**config.mk**
```make
export PLATFORM = sky130hd
export DESIGN_NAME = led_bank_scanner
export DESIGN_NICKNAME = d
export VERILOG_FILES = /design/src/rtl/led_scan_pkg.sv /design/src/rtl/led_scan_tick.sv /design/src/rtl/led_scan_seq.sv /design/src/rtl/led_scan_dp.sv /design/src/rtl/led_bank_scanner.sv
export SDC_FILE = /design/constraint.sdc
export NUM_CORES = 1
export LEC_CHECK = 0
export BUFFER_PORTS_ARGS = -buffer_cell sky130_fd_sc_hd__buf_2
export CORE_ASPECT_RATIO = 1.75
export CORE_MARGIN = 4
export CORE_UTILIZATION = 25
export DETAILED_ROUTE_END_ITERATION = 8
export GPL_TIMING_DRIVEN = 0
export PLACE_DENSITY_LB_ADDON = 0.08
export SETUP_SLACK_MARGIN = 0.3
export SYNTH_ARGS = -nofsm -noshare
export SYNTH_HDL_FRONTEND = slang
export SYNTH_HIERARCHICAL = 1
export SYNTH_SLANG_ARGS = --single-unit
export TNS_END_PERCENT = 5
```
**constraint.sdc**
```tcl
create_clock -name clk -period 3.5 [get_ports clk]
set_input_delay 0.7 -clock clk [delete_from_list [all_inputs] [get_ports clk]]
set_output_delay 0.7 -clock clk [all_outputs]
set_load 0.005 [all_outputs]
```
**src/rtl/led_scan_pkg.sv**
```systemverilog
package led_scan_pkg;
  parameter int NUM_BANKS  = 5;
  parameter int NIB_W      = 4;
  parameter int WORD_W     = 24;
  parameter int DP_LSB     = NUM_BANKS * NIB_W;
  parameter int DP_W       = 3;
  parameter int BRIGHT_BIT = DP_LSB + DP_W;
  parameter int IDX_W      = $clog2(NUM_BANKS);
endpackage

```
**src/rtl/led_scan_tick.sv**
```systemverilog
module led_scan_tick #(
  parameter int SLOT_CYCLES = 40000
) (
  input  logic clk,
  input  logic rst_n,
  input  logic run,
  input  logic restart,
  output logic slot_end,
  output logic odd_phase
);
  localparam int CW = (SLOT_CYCLES > 1) ? $clog2(SLOT_CYCLES) : 1;
  localparam logic [CW-1:0] LAST = CW'(SLOT_CYCLES - 1);

  logic [CW-1:0] cnt_q;

  always_ff @(posedge clk or negedge rst_n) begin
    if (!rst_n)                cnt_q <= '0;
    else if (!run || restart)  cnt_q <= '0;
    else if (cnt_q == LAST)    cnt_q <= '0;
    else                       cnt_q <= cnt_q + 1'b1;
  end

  assign slot_end  = run && !restart && (cnt_q == LAST);
  assign odd_phase = cnt_q[0];
endmodule

```
**src/rtl/led_scan_seq.sv**
```systemverilog
module led_scan_seq
  import led_scan_pkg::*;
(
  input  logic             clk,
  input  logic             rst_n,
  input  logic             run,
  input  logic             load,
  input  logic             slot_end,
  output logic [IDX_W-1:0] bank_idx,
  output logic             lit
);
  localparam logic [IDX_W-1:0] LAST_IDX = IDX_W'(NUM_BANKS - 1);

  logic [IDX_W-1:0] idx_q;
  logic             blank_q;

  always_ff @(posedge clk or negedge rst_n) begin
    if (!rst_n) begin
      idx_q   <= '0;
      blank_q <= 1'b0;
    end else if (!run) begin
      idx_q   <= '0;
      blank_q <= 1'b0;
    end else if (load) begin
      blank_q <= 1'b1;
    end else if (slot_end) begin
      blank_q <= 1'b0;
      idx_q   <= (idx_q == LAST_IDX) ? '0 : idx_q + 1'b1;
    end
  end

  assign bank_idx = idx_q;
  assign lit      = run && !blank_q;
endmodule

```
**src/rtl/led_scan_dp.sv**
```systemverilog
module led_scan_dp
  import led_scan_pkg::*;
(
  input  logic [DP_W-1:0]      code,
  output logic [NUM_BANKS-1:0] mask
);
  for (genvar k = 0; k < NUM_BANKS; k++) begin : g_bank
    assign mask[k] = (code == DP_W'(k + 1)) || (code == 3'd7) ||
                     ((code == 3'd6) && (k < 2));
  end
endmodule

```
**src/rtl/led_bank_scanner.sv**
```systemverilog
module led_bank_scanner
  import led_scan_pkg::*;
#(
  parameter int SLOT_CYCLES = 40000
) (
  input  logic                 clk,
  input  logic                 rst_n,
  input  logic                 run_en,
  input  logic                 in_valid,
  input  logic [WORD_W-1:0]    in_data,
  output logic                 in_ready,
  output logic [NUM_BANKS-1:0] bank_sel,
  output logic [NIB_W-1:0]     nibble,
  output logic                 dp_on,
  output logic                 drive_en
);
  logic [WORD_W-1:0]    word_q;
  logic                 take;
  logic                 slot_end;
  logic                 odd_phase;
  logic [IDX_W-1:0]     bank_idx;
  logic                 lit;
  logic [NUM_BANKS-1:0] dp_mask;

  assign in_ready = 1'b1;
  assign take     = in_valid && in_ready;

  always_ff @(posedge clk or negedge rst_n) begin
    if (!rst_n)    word_q <= '0;
    else if (take) word_q <= in_data;
  end

  led_scan_tick #(.SLOT_CYCLES(SLOT_CYCLES)) u_tick (
    .clk(clk), .rst_n(rst_n), .run(run_en), .restart(take),
    .slot_end(slot_end), .odd_phase(odd_phase)
  );

  led_scan_seq u_seq (
    .clk(clk), .rst_n(rst_n), .run(run_en), .load(take),
    .slot_end(slot_end), .bank_idx(bank_idx), .lit(lit)
  );

  led_scan_dp u_dp (
    .code(word_q[DP_LSB +: DP_W]), .mask(dp_mask)
  );

  assign bank_sel = lit ? (NUM_BANKS'(1) << bank_idx) : '0;
  assign nibble   = lit ? word_q[bank_idx * NIB_W +: NIB_W] : '0;
  assign dp_on    = lit && dp_mask[bank_idx];
  assign drive_en = lit && (word_q[BRIGHT_BIT] || !odd_phase);
endmodule

```
; ---- Word level (Yosys, flattened, before mapping)
; Cells that the tools add are included.
[classes]
add_sub_neg = 2
n_lt_le_gt_ge = 1
eq_ne = 12
n_shift = 2
n_mux = 13
reduce_logical = 19
[op_table]
columns = cell, n
row1 = $mux 16, 2
row2 = $shiftx 24x6->4, 1
row3 = $add 16x1->16 const B, 1
row4 = $eq 16x16->1 const B, 1
row5 = $eq 3x3->1 const B, 5
row6 = $mux 3, 4
row7 = $logic_or 1x1->1, 9
row8 = $eq 3x2->1 const B, 2
row9 = $logic_and 1x1->1, 5
row10 = $mux 5, 1
row11 = $shl 1x3->5 const A, 1
row12 = $logic_not 1->1, 4
row13 = $lt 3x4->1 const B, 1
row14 = $mux 1, 4
row15 = $mux 4, 1
row16 = $add 3x1->3 const B, 1
row17 = $bmux 1 s3, 1
row18 = $eq 3x1->1 const B, 1
row19 = $ne 3x1->1 const B, 1
row20 = $ne 2x1->1 const B, 1
row21 = $ne 2x2->1 const B, 1
row22 = $reduce_and 2->1, 1
[word_totals]
ff_bits = 44
input_bits = 28
word_cells = 53

; ---- Depth between registers and ports, before layout
; Gate-level depths: netlist (run 1).
[depth]
ltp_word = 6
depth_mapped = 8
mapped_depth_nobuf = 7

; ---- Modules after synthesis
; The synthesis (run 1) kept the hierarchy.
[modules_own_cells]
columns = mod, n_inst, cells_each, area_per_inst_um2, seq_area_each_um2
row1 = led_bank_scanner, 1, 92, 1188.6, 600.6
row2 = led_scan_tick, 1, 82, 820.8, 400.4
row3 = led_scan_seq, 1, 21, 230.2, 100.1
row4 = led_scan_dp, 1, 9, 53.8, 0.0

; ---- Worst setup path before layout (run 1)
; OpenSTA, ideal clock, no wires.
[synth_timing]
path_kind = register -> register
startpoint = reg u_tick.cnt_q[0]
endpoint = reg u_seq.idx_q[0] (netlist: u_seq/bank_idx[0])
arrival_time_ns = 2.425
slack_ns = 1.003
stages_incl_launch_ff = 9
path_buffers = 1
synth_period_minus_slack_ns = 2.497
cell_sequence = dfrtp_1 -> ha_1 -> clkbuf_2 -> or4b_1 -> or4_4 -> nor3b_1 -> nand2b_4 -> a211o_1 -> a21boi_2
[synth_between]
elab_chain_cells = 4
[synth_lines]
columns = element, line
row1 = from (decl), led_scan_tick.sv:14  ; logic [CW-1:0] cnt_q;
row2 = from (signal assigned), led_scan_tick.sv:20  ; else cnt_q <= cnt_q + 1'b1;
row3 = $eq 16x16->1, led_scan_tick.sv:23  ; assign slot_end = run && !restart && (cnt_q == LAST);
row4 = $logic_and 1x1->1, led_scan_tick.sv:23
row5 = named net slot_end, led_bank_scanner.sv:19  ; logic slot_end;
row6 = $ne 2x1->1 (no line), n/a
row7 = $reduce_and 2->1 (no line), n/a
row8 = to (signal assigned), led_scan_seq.sv:28  ; idx_q <= (idx_q == LAST_IDX) ? '0 : idx_q + 1'b1;
row9 = to (decl), led_scan_seq.sv:14  ; logic [IDX_W-1:0] idx_q;
; The timed path passes the listed nets, and every way through them passes these cells.
; A chain may end at the register's enable or synchronous reset.

; ---- Final worst setup path (run 1)
[layout_timing]
startpoint = in run_en
endpoint = out dp_on
[layout_between]
elab_chain_cells = 2
[layout_lines]
columns = element, line
row1 = from (decl), led_bank_scanner.sv:8  ; input logic run_en,
row2 = $logic_and 1x1->1, led_scan_seq.sv:33  ; assign lit = run && !blank_q;
row3 = named net lit, led_bank_scanner.sv:22  ; logic lit;
row4 = $logic_and 1x1->1, led_bank_scanner.sv:49  ; assign dp_on = lit && dp_mask[bank_idx];
row5 = to (decl), led_bank_scanner.sv:14  ; output logic dp_on,
; The timed path passes the listed nets, and every way through them passes these cells.

==> impl_results.md, run 1 <==
* Final Util at 0.307
* Sequential area share after synthesis at 0.480
* Setup crit end kind: output port
* CP max-delay cell: or3b_1
* # H-tree levels at 2
* CTS tree: done
* Vias post-DR at between 1500 and 2000
* Grt ovf at 0
* Worst clock skew at roughly 9.0 ps
* R2R Setup Slk at roughly 790 ps
* Area growth, synth to finish at 21.1%
* Cell Pwr Density at between 400 and 500 mW/mm2
* Most common cell in the netlist: dfrtp_1
* Worst path max stage delay at between 300 and 400 ps
* Most frequent cells after synthesis: 44 x dfrtp_1, 23 x mux2_2, 23 x nor2_1
* Post-synth ARST share at 1.00
* Mapped cell area at 0.00229 mm2
* TNS Setup at 0 ps
* Clk sink count at 44
* Crit Path Max Fanout at 8
* Cell variety after synth at 46
* Hold WC Path Type: flip-flop to flip-flop
* Post-layout min period at between 2000 and 3000 ps
* Reg area at 0.00110 mm2
* Slew HR at 0.287
* Input/output buffers at 38
* Initial antenna violation count at 0
* Core area at between 0.009 and 0.01 mm2
* Die W at around 80 um
* Largest net degree at the start of global routing at 45
* Area taken by multi-input logic gates at 0.00110 mm2
* Resized Gates After CTS at 0
* Worst Tran Pin Value at 1070 ps
* Final Hold Fails at 0
* Final Cycle Share at 0.785
* Tot GR Track Use at 0.111
* Combinational power share at 0.098
* Max-slew violations at 0
* Final Setup Violations at 0
* Worst path arrival time at slightly above 2000 ps
* Placement Rows at 46
* Ys Warns at 6
* Post-DRT Antenna Nets at 0
* Gpl congestion at ~0.67
* Final Net Count at 280
* I/O Pins at 40
* Cts bufs inserted at 5
* CTS max path bufs at 2
* Run status: completed
* Clock latency on the worst-skew pair at ~290 ps
* Worst Path Required at 2800 ps
* Critical path's most frequent cell: buf_2
* Die area at 0.0108 mm2
* Switch Pwr at between 200 and 300 uW
* Mapped Cells at around 200
* Critical path type: input pin to output port
* Antenna diodes at 0
* Sequential power share at 0.490
* Wire per inst at roughly 15 um
* Int Pwr at around 860 uW
* Residual DRC count at 0
* Synth top area cells: dfrtp_1 48%, mux2_2 11%, mux2i_1 6.5%, nor2_1 3.8%, xnor2_1 3.1%
* Lkg Pwr at 1.17 nW
* Switching share of total power at 0.244
* Initial DRC count at between 60 and 70
* Clk slew on worst S/H paths at ~70 ps
* Pre-antenna DRT Iters at 3
* Initial Util at 0.254
* Vias per cell at 4.38
* Cts hold-fix bufs at 0
* Die H at roughly 130 um
* Peak Freq at ~0.36 GHz
* CTS root buffer: clkbuf_16
* HPWL after DPL at 4080 um
* Post-Syn Nets at between 200 and 250
* Max_cap viols at 0
* VDD IR max at around 180 uV
* FILL cells at 983
* Number of synthesized flops with an enable pin at 0
* Crit-path cells: buf_2, nor2b_1, or3b_1, buf_2, o22ai_1, a21o_1, buf_2
* Top FF cell, synth: dfrtp_1
* Cell taking the most area after synthesis: dfrtp_1
* Global-route wire length before repair at around 8900 um
* Layout cells sized above 1 at 0.340
* Number of global-route vias before repair at ~1600
* Postcts setup bufs at 0
* RSZ-0062 raised after global routing: false
* DRT Wirelength at 5550 um
* Top cell type's share of synthesized area at 0.480
* Critical path startpoint category: input pin
* Register bit total from synthesis at 44
* Synth Area per Inst at 11.2 um2
* Clock power frac at 0.413
[cell families after synthesis]
| logic type | Yosys count | synth area share |
|---|---|---|
| flip-flops | 44 | 0.480 |
| XOR/XNOR | 13 | 0.0496 |
| AND/OR/NAND/NOR | 68 | 0.166 |
| other | 1 | 0.00164 |
| adder cells (fa/ha/maj) | 3 | 0.0164 |
| AO/OA/AOI/OAI | 22 | 0.0671 |
| multiplexers | 38 | 0.178 |
| buffers and inverters | 15 | 0.0404 |
[sequential cells by signal, summed over array words and instances, names as in the netlist]
name,cells
u_tick/cnt_q,16
u_seq/blank_q,1
u_seq/bank_idx,3
word_q,24
[power by group through the flow]
stage	Clock (mW)	Combinational, mW	Sequential (mW)
after global routing	0.512	0.127	0.563
final	0.470	0.111	0.558
after detailed placement	0	0.115	0.569
after global placement	0	0.114	0.568
after floorplan	0	0.0673	0.562
after CTS	0.495	0.116	0.559
[worst paths after layout]
kind                                           start                       endpoint  depth (start not counted)
setup / recovery                              run_en                          dp_on                          7
hold / removal                 word_q[8]$_DFFE_PN0P_          word_q[8]$_DFFE_PN0P_                          1
setup reg to reg           u_tick/cnt_q[0]$_DFF_PN0_  u_seq/bank_idx[0]$_DFFE_PN0P_                          8
hold reg to reg                word_q[8]$_DFFE_PN0P_          word_q[8]$_DFFE_PN0P_                          1
max in group asynchronous                      rst_n          word_q[9]$_DFFE_PN0P_                          1
min in group asynchronous                      rst_n          word_q[0]$_DFFE_PN0P_                          1
[critical path, delay by kind of cell]
kind / cells / cell delay [ps]
AO/OA/AOI/OAI: 2 / 220
AND/OR/NAND/NOR: 2 / 660
buffers and inverters: 3 / 460
[cell usage in the layout, fill, tap and decap left out, drive strengths merged, types with 2 or more instances in the layout]
cell	instances
buf	46
dfrtp	44
nor2	23
mux2	23
mux2i	15
nand2	9
xnor2	8
o21ai	7
nand3	7
inv	6
clkbuf	6
xor2	5
o22a	4
nand4	4
nor4	4
ha	3
nand3b	3
a21boi	3
clkinv	3
o21a	2
nor2b	2
or4b	2
nor3	2
and2	2
nand2b	2
[stage by stage]
step | power [mW] | hold slack, ps | cells | worst slack, ps | area (um2)
finish | 1.14 | 506 | 370 | 753 | 2780
global route | 1.20 | 518 | 370 | 567 | 2780
CTS | 1.17 | 512 | 370 | 720 | 2780
detailed placement | 0.684 | 496 | 362 | 724 | 2630
global placement | 0.682 | 489 | 362 | 717 | 2630
floorplan | 0.629 | 404 | 204 | 1000 | 2290
[routing by layer]
metal	share of wire	vias to the layer above	global-route usage
li1	-	801	-
met1	0.39	785	0.120
met2	0.55	29	0.205
met3	0.039	6	0.0247
met4	0.018	0	0.0423
met5	0	-	0
[layout make-up]
class                           instances  share of cell area
Timing Repair Buffer                   38              0.0685
Inverter                                6             0.00811
Tap cell                              120              0.0541
Sequential cell                        44               0.396
Clock inverter                          3             0.00676
Buffer                                  9              0.0252
Clock buffer                            5              0.0450
Multi-Input combinational cell        145               0.396
Note: power is estimated with default switching activity, not from simulation.
==> inputs of run 2 (changes only) <==
Clock period 3.5 ns to 2.55 ns, I/O delays scaled along.
==> impl_results.md, run 2 (same netlist as run 1, synthesis figures left out) <==
* Clock power frac at 0.400 (was 0.413)
* Initial DRC count at 42 (was 63)
* Layout cells sized above 1 at 0.376 (was 0.340)
* Clock latency on the worst-skew pair at 290 ps (about the same)
* Reg area at 0.00110 mm2 (about the same)
* Switching share of total power at 0.234 (was 0.244)
* Int Pwr at 1.18 mW (was 861 uW)
* Clk sink count at 44 (unchanged)
* Critical path type: flip-flop to flip-flop (was input pin to output port)
* Hold WC Path Type: input pin to asynchronous set/reset pin (was flip-flop to flip-flop)
* Most frequent cells in the layout: 42 x dfrtp_1, 41 x buf_2, 23 x nor2_1, 23 x mux2_2, 15 x mux2i_1 (was 44 x dfrtp_1, 42 x buf_2, 23 x nor2_1, 23 x mux2_2, 15 x mux2i_1)
* Cts hold-fix bufs at 0 (unchanged)
* Combinational power share at 0.103 (was 0.098)
* Final Hold Fails at 0 (unchanged)
* DRT Wirelength at 5710 um (was 5550 um)
* Max FFs per register at 24 (unchanged)
* Core area at 0.00904 mm2 (unchanged)
* Peak Freq at ~0.44 GHz
* Tot GR Track Use at 0.114 (was 0.111)
* Die area at 0.0108 mm2 (unchanged)
* Wire per inst at 15.1 um (was 15.0 um)
* Vias post-DR at 1683 (was 1621)
* Final Setup Violations at 0 (unchanged)
* Post-DRT Antenna Nets at 0 (unchanged)
* Initial antenna violation count at 0 (unchanged)
* Max_cap viols at 0 (unchanged)
* Placement Rows at 46 (unchanged)
* Max-slew violations at 0 (unchanged)
* Biggest register: word_q (unchanged)
* HPWL after DPL at 4150 um (was 4080 um)
* Crit Path Max Fanout at 4 (was 8)
* Area growth, synth to finish at 25.8% (was 21.1%)
* Final Net Count at 289 (was 280)
* Worst clock skew at 5.50 ps (was 9.02 ps)
* Cts bufs inserted at 5 (unchanged)
* Vias per cell at 4.45 (was 4.38)
* Most common cell after layout, fill and taps aside: dfrtp_1 (unchanged)
* Input/output buffers at 38 (unchanged)
* Final worst slack at 284 ps (was 753 ps)
* Global-route wire length before repair at 9150 um (was 8890 um)
* Worst path arrival time at 2460 ps (was 2050 ps)
* Setup crit end kind: flip-flop (was output port)
* Post-layout min period at 2270 ps
* Final Util at 0.319 (was 0.307)
* CTS root buffer: clkbuf_16 (unchanged)
* Pre-antenna DRT Iters at 4 (was 3)
* Residual DRC count at 0 (unchanged)
* Worst slack, placed at -72.7 ps (was 724 ps)
* Gpl congestion at 0.673 (was 0.666)
* Die H at 135 um (unchanged)
* TNS Setup at 0 ps (unchanged)
* RSZ-0062 raised after global routing: true (was false)
* Worst Path Required at 2740 ps (was 2800 ps)
* Clk slew on worst S/H paths at 60 ps (was 70 ps)
* Sequential power share at 0.497 (was 0.490)
* Number of global-route vias before repair at 1743 (was 1633)
* Lkg Pwr at 1.22 nW (was 1.17 nW)
* Critical path startpoint category: flip-flop (was input pin)
* Area taken by multi-input logic gates at 0.00113 mm2 (was 0.00110 mm2)
* Worst Tran Pin Value at 1040 ps (was 1070 ps)
* Die W at 80.4 um (unchanged)
* Largest net degree at the start of global routing at 45 (unchanged)
* Grt ovf at 0 (unchanged)
* Final Cycle Share at 0.888
* Slew HR at 0.307 (was 0.287)
* Fin Hold WS at 411 ps (was 506 ps)
* R2r worst-path depth at 8 (unchanged)
* Cell Pwr Density at 535 mW/mm2 (was 410 mW/mm2)
* CTS tree: done (unchanged)
* CTS max path bufs at 2 (unchanged)
* VDD IR max at 221 uV (was 180 uV)
* Initial Util at 0.254 (unchanged)
* Antenna diodes at 0 (unchanged)
* # H-tree levels at 2 (unchanged)
* Run status: completed (unchanged)
* FILL cells at 946 (was 983)
* I/O Pins at 40 (unchanged)
* Switch Pwr at 362 uW (was 278 uW)
-- run 2: critical path, cell delays in order (launching register included) --
cell and delay (ps):
dfrtp_2 410, ha_4 150, buf_8 90, or4b_1 420
or4_4 450, nor3b_4 230, nand2b_4 90, buf_4 130
o31ai_1 200
-- run 2: layout make-up --
class / count / share of cell area
Clock buffer: 6 / 0.0447
Clock inverter: 1 / 0.00173
Timing Repair Buffer: 47 / 0.0915
Tap cell: 120 / 0.0520
Multi-Input combinational cell: 145 / 0.392
Inverter: 6 / 0.00781
Buffer: 9 / 0.0278
Sequential cell: 44 / 0.382
-- run 2: metal layers --
| layer | vias to the layer above | GRT usage | wire length [um] |
|---|---|---|---|
| li1 | 823 | - | - |
| met1 | 824 | 0.114 | 2110 |
| met2 | 29 | 0.214 | 3220 |
| met3 | 7 | 0.0300 | 260 |
| met4 | 0 | 0.0508 | 117 |
| met5 | - | 0 | 0 |
-- run 2: through the flow --
step	total power [mW]	cells	cell area, um2
finish	1.54	378	2890
global route	1.63	378	2890
CTS	1.58	374	2850
detailed placement	0.939	362	2650
global placement	0.936	362	2650
floorplan	0.864	204	2300
-- run 2: worst paths after layout --
| kind | from | to | slack [ps] |
|---|---|---|---|
| hold reg to reg | word_q[18]$_DFFE_PN0P_ | word_q[18]$_DFFE_PN0P_ | 500 |
| hold / removal | rst_n | word_q[3]$_DFFE_PN0P_ | 410 |
| setup reg to reg | u_tick/cnt_q[0]$_DFF_PN0_ | u_seq/bank_idx[2]$_DFFE_PN0P_ | 280 |
| setup / recovery | u_tick/cnt_q[0]$_DFF_PN0_ | u_seq/bank_idx[2]$_DFFE_PN0P_ | 280 |
| min in group clk | in_data[23] | word_q[23]$_DFFE_PN0P_ | 430 |
| max in group asynchronous | rst_n | u_tick/cnt_q[1]$_DFF_PN0_ | 1430 |
-- run 2: power by group through the flow --
stage	clock (mW)	sequential, mW	combinational [mW]
finish	0.618	0.767	0.159
global route	0.678	0.772	0.180
CTS	0.653	0.768	0.163
detailed placement	0	0.782	0.157
global placement	0	0.780	0.156
floorplan	0	0.771	0.0927
-- run 2: timing repair --
action | in CTS | in global routing
resized for setup | 8 | 4
setup buffers | 5 | 4
setup endpoints to repair | 21 | 21
pin swaps | 4 | 4
==> inputs of run 3 (changes only) <==
Settings changed: CORE_ASPECT_RATIO 1.75 to unset, SETUP_SLACK_MARGIN 0.3 to 0.5.
==> impl_results.md, run 3 (same netlist as run 1, synthesis figures left out) <==
* Run status: completed (unchanged)
* Most common cell after layout, fill and taps aside: buf_2 (was dfrtp_1)
* Slew HR at 0.315 (was 0.307)
* Clk slew on worst S/H paths at 100 ps (was 60 ps)
* Worst setup startpoint: u_tick/cnt_q[1]$_DFF_PN0_ (was u_tick/cnt_q[0]$_DFF_PN0_)
* Initial DRC count at 58 (was 42)
* R2r worst-path depth at 9 (was 8)
* Vias per cell at 4.49 (was 4.45)
* Final Hold Fails at 0 (unchanged)
* Vias post-DR at 1644 (was 1683)
* Final Setup Violations at 0 (unchanged)
* Worst path arrival time at 2470 ps (was 2460 ps)
* Most frequent cells in the layout: 42 x buf_2, 41 x dfrtp_1, 23 x nor2_1, 23 x mux2_2, 15 x mux2i_1 (was 42 x dfrtp_1, 41 x buf_2, 23 x nor2_1, 23 x mux2_2, 15 x mux2i_1)
* Grt ovf at 0 (unchanged)
* I/O Pins at 40 (unchanged)
* Placement Rows at 34 (was 46)
* Worst clock skew at 12.8 ps (was 5.50 ps)
* Critical path type: flip-flop to flip-flop (unchanged)
* Die H at 104 um (was 135 um)
* # H-tree levels at 2 (unchanged)
* Antenna diodes at 0 (unchanged)
* Area growth, synth to finish at 23.6% (was 25.8%)
* Crit Path Max Fanout at 5 (was 4)
* Post-layout min period at 2270 ps (about the same)
* Max FFs per register at 24 (unchanged)
* Initial Util at 0.260 (was 0.254)
* Peak Freq at 0.441 GHz (about the same)
* CTS max path bufs at 2 (unchanged)
* DRT Wirelength at 5350 um (was 5710 um)
* Number of global-route vias before repair at 1712 (was 1743)
* Max-slew violations at 0 (unchanged)
* Pre-antenna DRT Iters at 4 (unchanged)
* Input/output buffers at 38 (unchanged)
* Tot GR Track Use at 0.104 (was 0.114)
* TNS Setup at 0 ps (unchanged)
* Critical path startpoint category: flip-flop (unchanged)
* Wire per inst at 14.6 um (was 15.1 um)
* Cts bufs inserted at 5 (unchanged)
* HPWL after DPL at 3760 um (was 4150 um)
* DP Area at 0.00263 mm2 (was 0.00265 mm2)
* CTS tree: done (unchanged)
* Worst Tran Pin Value at 1030 ps (was 1040 ps)
* Global-route wire length before repair at 8940 um (was 9150 um)
* Residual DRC count at 0 (unchanged)
* Cell Pwr Density at 530 mW/mm2 (was 535 mW/mm2)
* FILL cells at 921 (was 946)
* RSZ-0062 raised after global routing: true (unchanged)
* Biggest register: word_q (unchanged)
* Die W at 104 um (was 80.4 um)
* Worst Path Required at 2750 ps (was 2740 ps)
* Final Cycle Share at 0.890 (was 0.888)
* Die area at 0.0108 mm2 (about the same)
* Layout cells sized above 1 at 0.384 (was 0.376)
* Setup crit end kind: flip-flop (unchanged)
* Initial antenna violation count at 0 (unchanged)
* Cts hold-fix bufs at 0 (unchanged)
* CTS root buffer: clkbuf_8 (was clkbuf_16)
* Clock latency on the worst-skew pair at 300 ps (was 290 ps)
* Worst setup path endpoint: u_seq/bank_idx[1]$_DFFE_PN0P_ (was u_seq/bank_idx[2]$_DFFE_PN0P_)
* VDD IR max at 224 uV (was 221 uV)
* Core area at 0.00881 mm2 (was 0.00904 mm2)
* Clk sink count at 44 (unchanged)
* Gpl congestion at 0.722 (was 0.673)
* Reg-to-Reg Start: u_tick/cnt_q[1]$_DFF_PN0_ (was u_tick/cnt_q[0]$_DFF_PN0_)
* Post-DRT Antenna Nets at 0 (unchanged)
* R2R Setup Slk at 280 ps (about the same)
* Critical R2R Capture: u_seq/bank_idx[1]$_DFFE_PN0P_ (was u_seq/bank_idx[2]$_DFFE_PN0P_)
* Final Net Count at 288 (was 289)
* Hold WC Path Type: input pin to asynchronous set/reset pin (unchanged)
* Cell area after layout at 0.00283 mm2 (was 0.00289 mm2)
* Max_cap viols at 0 (unchanged)
* Lkg Pwr at 1.20 nW (was 1.22 nW)
* Largest net degree at the start of global routing at 45 (unchanged)
run 3: worst max-delay path, stage by stage, from the launching register on:
cell	delay, ps
dfrtp_1	360
ha_2	170
clkbuf_8	110
or4b_1	420
or4_4	450
nor3b_4	230
nand2b_4	90
buf_4	140
mux2i_1	130
nor2b_1	60
run 3: area by class of cell:
cell class,instances,area [um2],share of cell area
Multi-Input combinational cell,145,1120,0.396
Tap cell,108,135,0.0477
Clock inverter,2,38.8,0.0137
Sequential cell,44,1100,0.390
Clock buffer,6,82.6,0.0291
Buffer,9,78.8,0.0278
Inverter,6,22.5,0.00795
Timing Repair Buffer,46,250,0.0883
run 3: worst min-delay path by stage:
stage | depth (start not counted) | from | slack, ps | endpoint
5_1_grt | 2 | in_data[17] | 410 | word_q[17]$_DFFE_PN0P_
3_3_place_gp | 1 | word_q[0]$_DFFE_PN0P_ | 490 | word_q[0]$_DFFE_PN0P_
2_1_floorplan | 0 | rst_n | 210 | u_seq/bank_idx[0]$_DFFE_PN0P_
3_5_place_dp | 1 | word_q[1]$_DFFE_PN0P_ | 490 | word_q[1]$_DFFE_PN0P_
6_report | 1 | rst_n | 380 | u_seq/bank_idx[1]$_DFFE_PN0P_
4_1_cts | 2 | in_data[16] | 420 | word_q[16]$_DFFE_PN0P_
run 3: through the flow:
step	setup slack, ps	util	hold WS [ps]	total power [mW]	instances
3_5_place_dp	-1.77	0.299	494	0.939	350
4_1_cts	193	0.318	418	1.53	363
2_1_floorplan	188	-	214	0.864	204
5_1_grt	178	0.322	413	1.59	366
3_3_place_gp	-13.5	0.299	493	0.938	350
6_report	281	0.322	376	1.50	366
run 3: routing by layer:
layer / global-route usage / share of wire / vias up
met5: 0 / 0 / -
met4: 0.0285 / 0.0080 / 0
met3: 0.0311 / 0.041 / 2
met2: 0.154 / 0.44 / 28
met1: 0.147 / 0.51 / 797
li1: - / - / 817
run 3: what timing repair did:
item	4_1_cts	5_1_grt
resized for setup	4	5
pin swaps	3	3
endpoints found under the setup margin	30	30
setup buffers	5	3
run 3: where the power goes:
group          switching, mW  internal (mW)  total (mW)
clock                  0.257          0.321       0.578
sequential            0.0275          0.738       0.765
combinational         0.0730         0.0864       0.159
total                  0.358           1.14        1.50
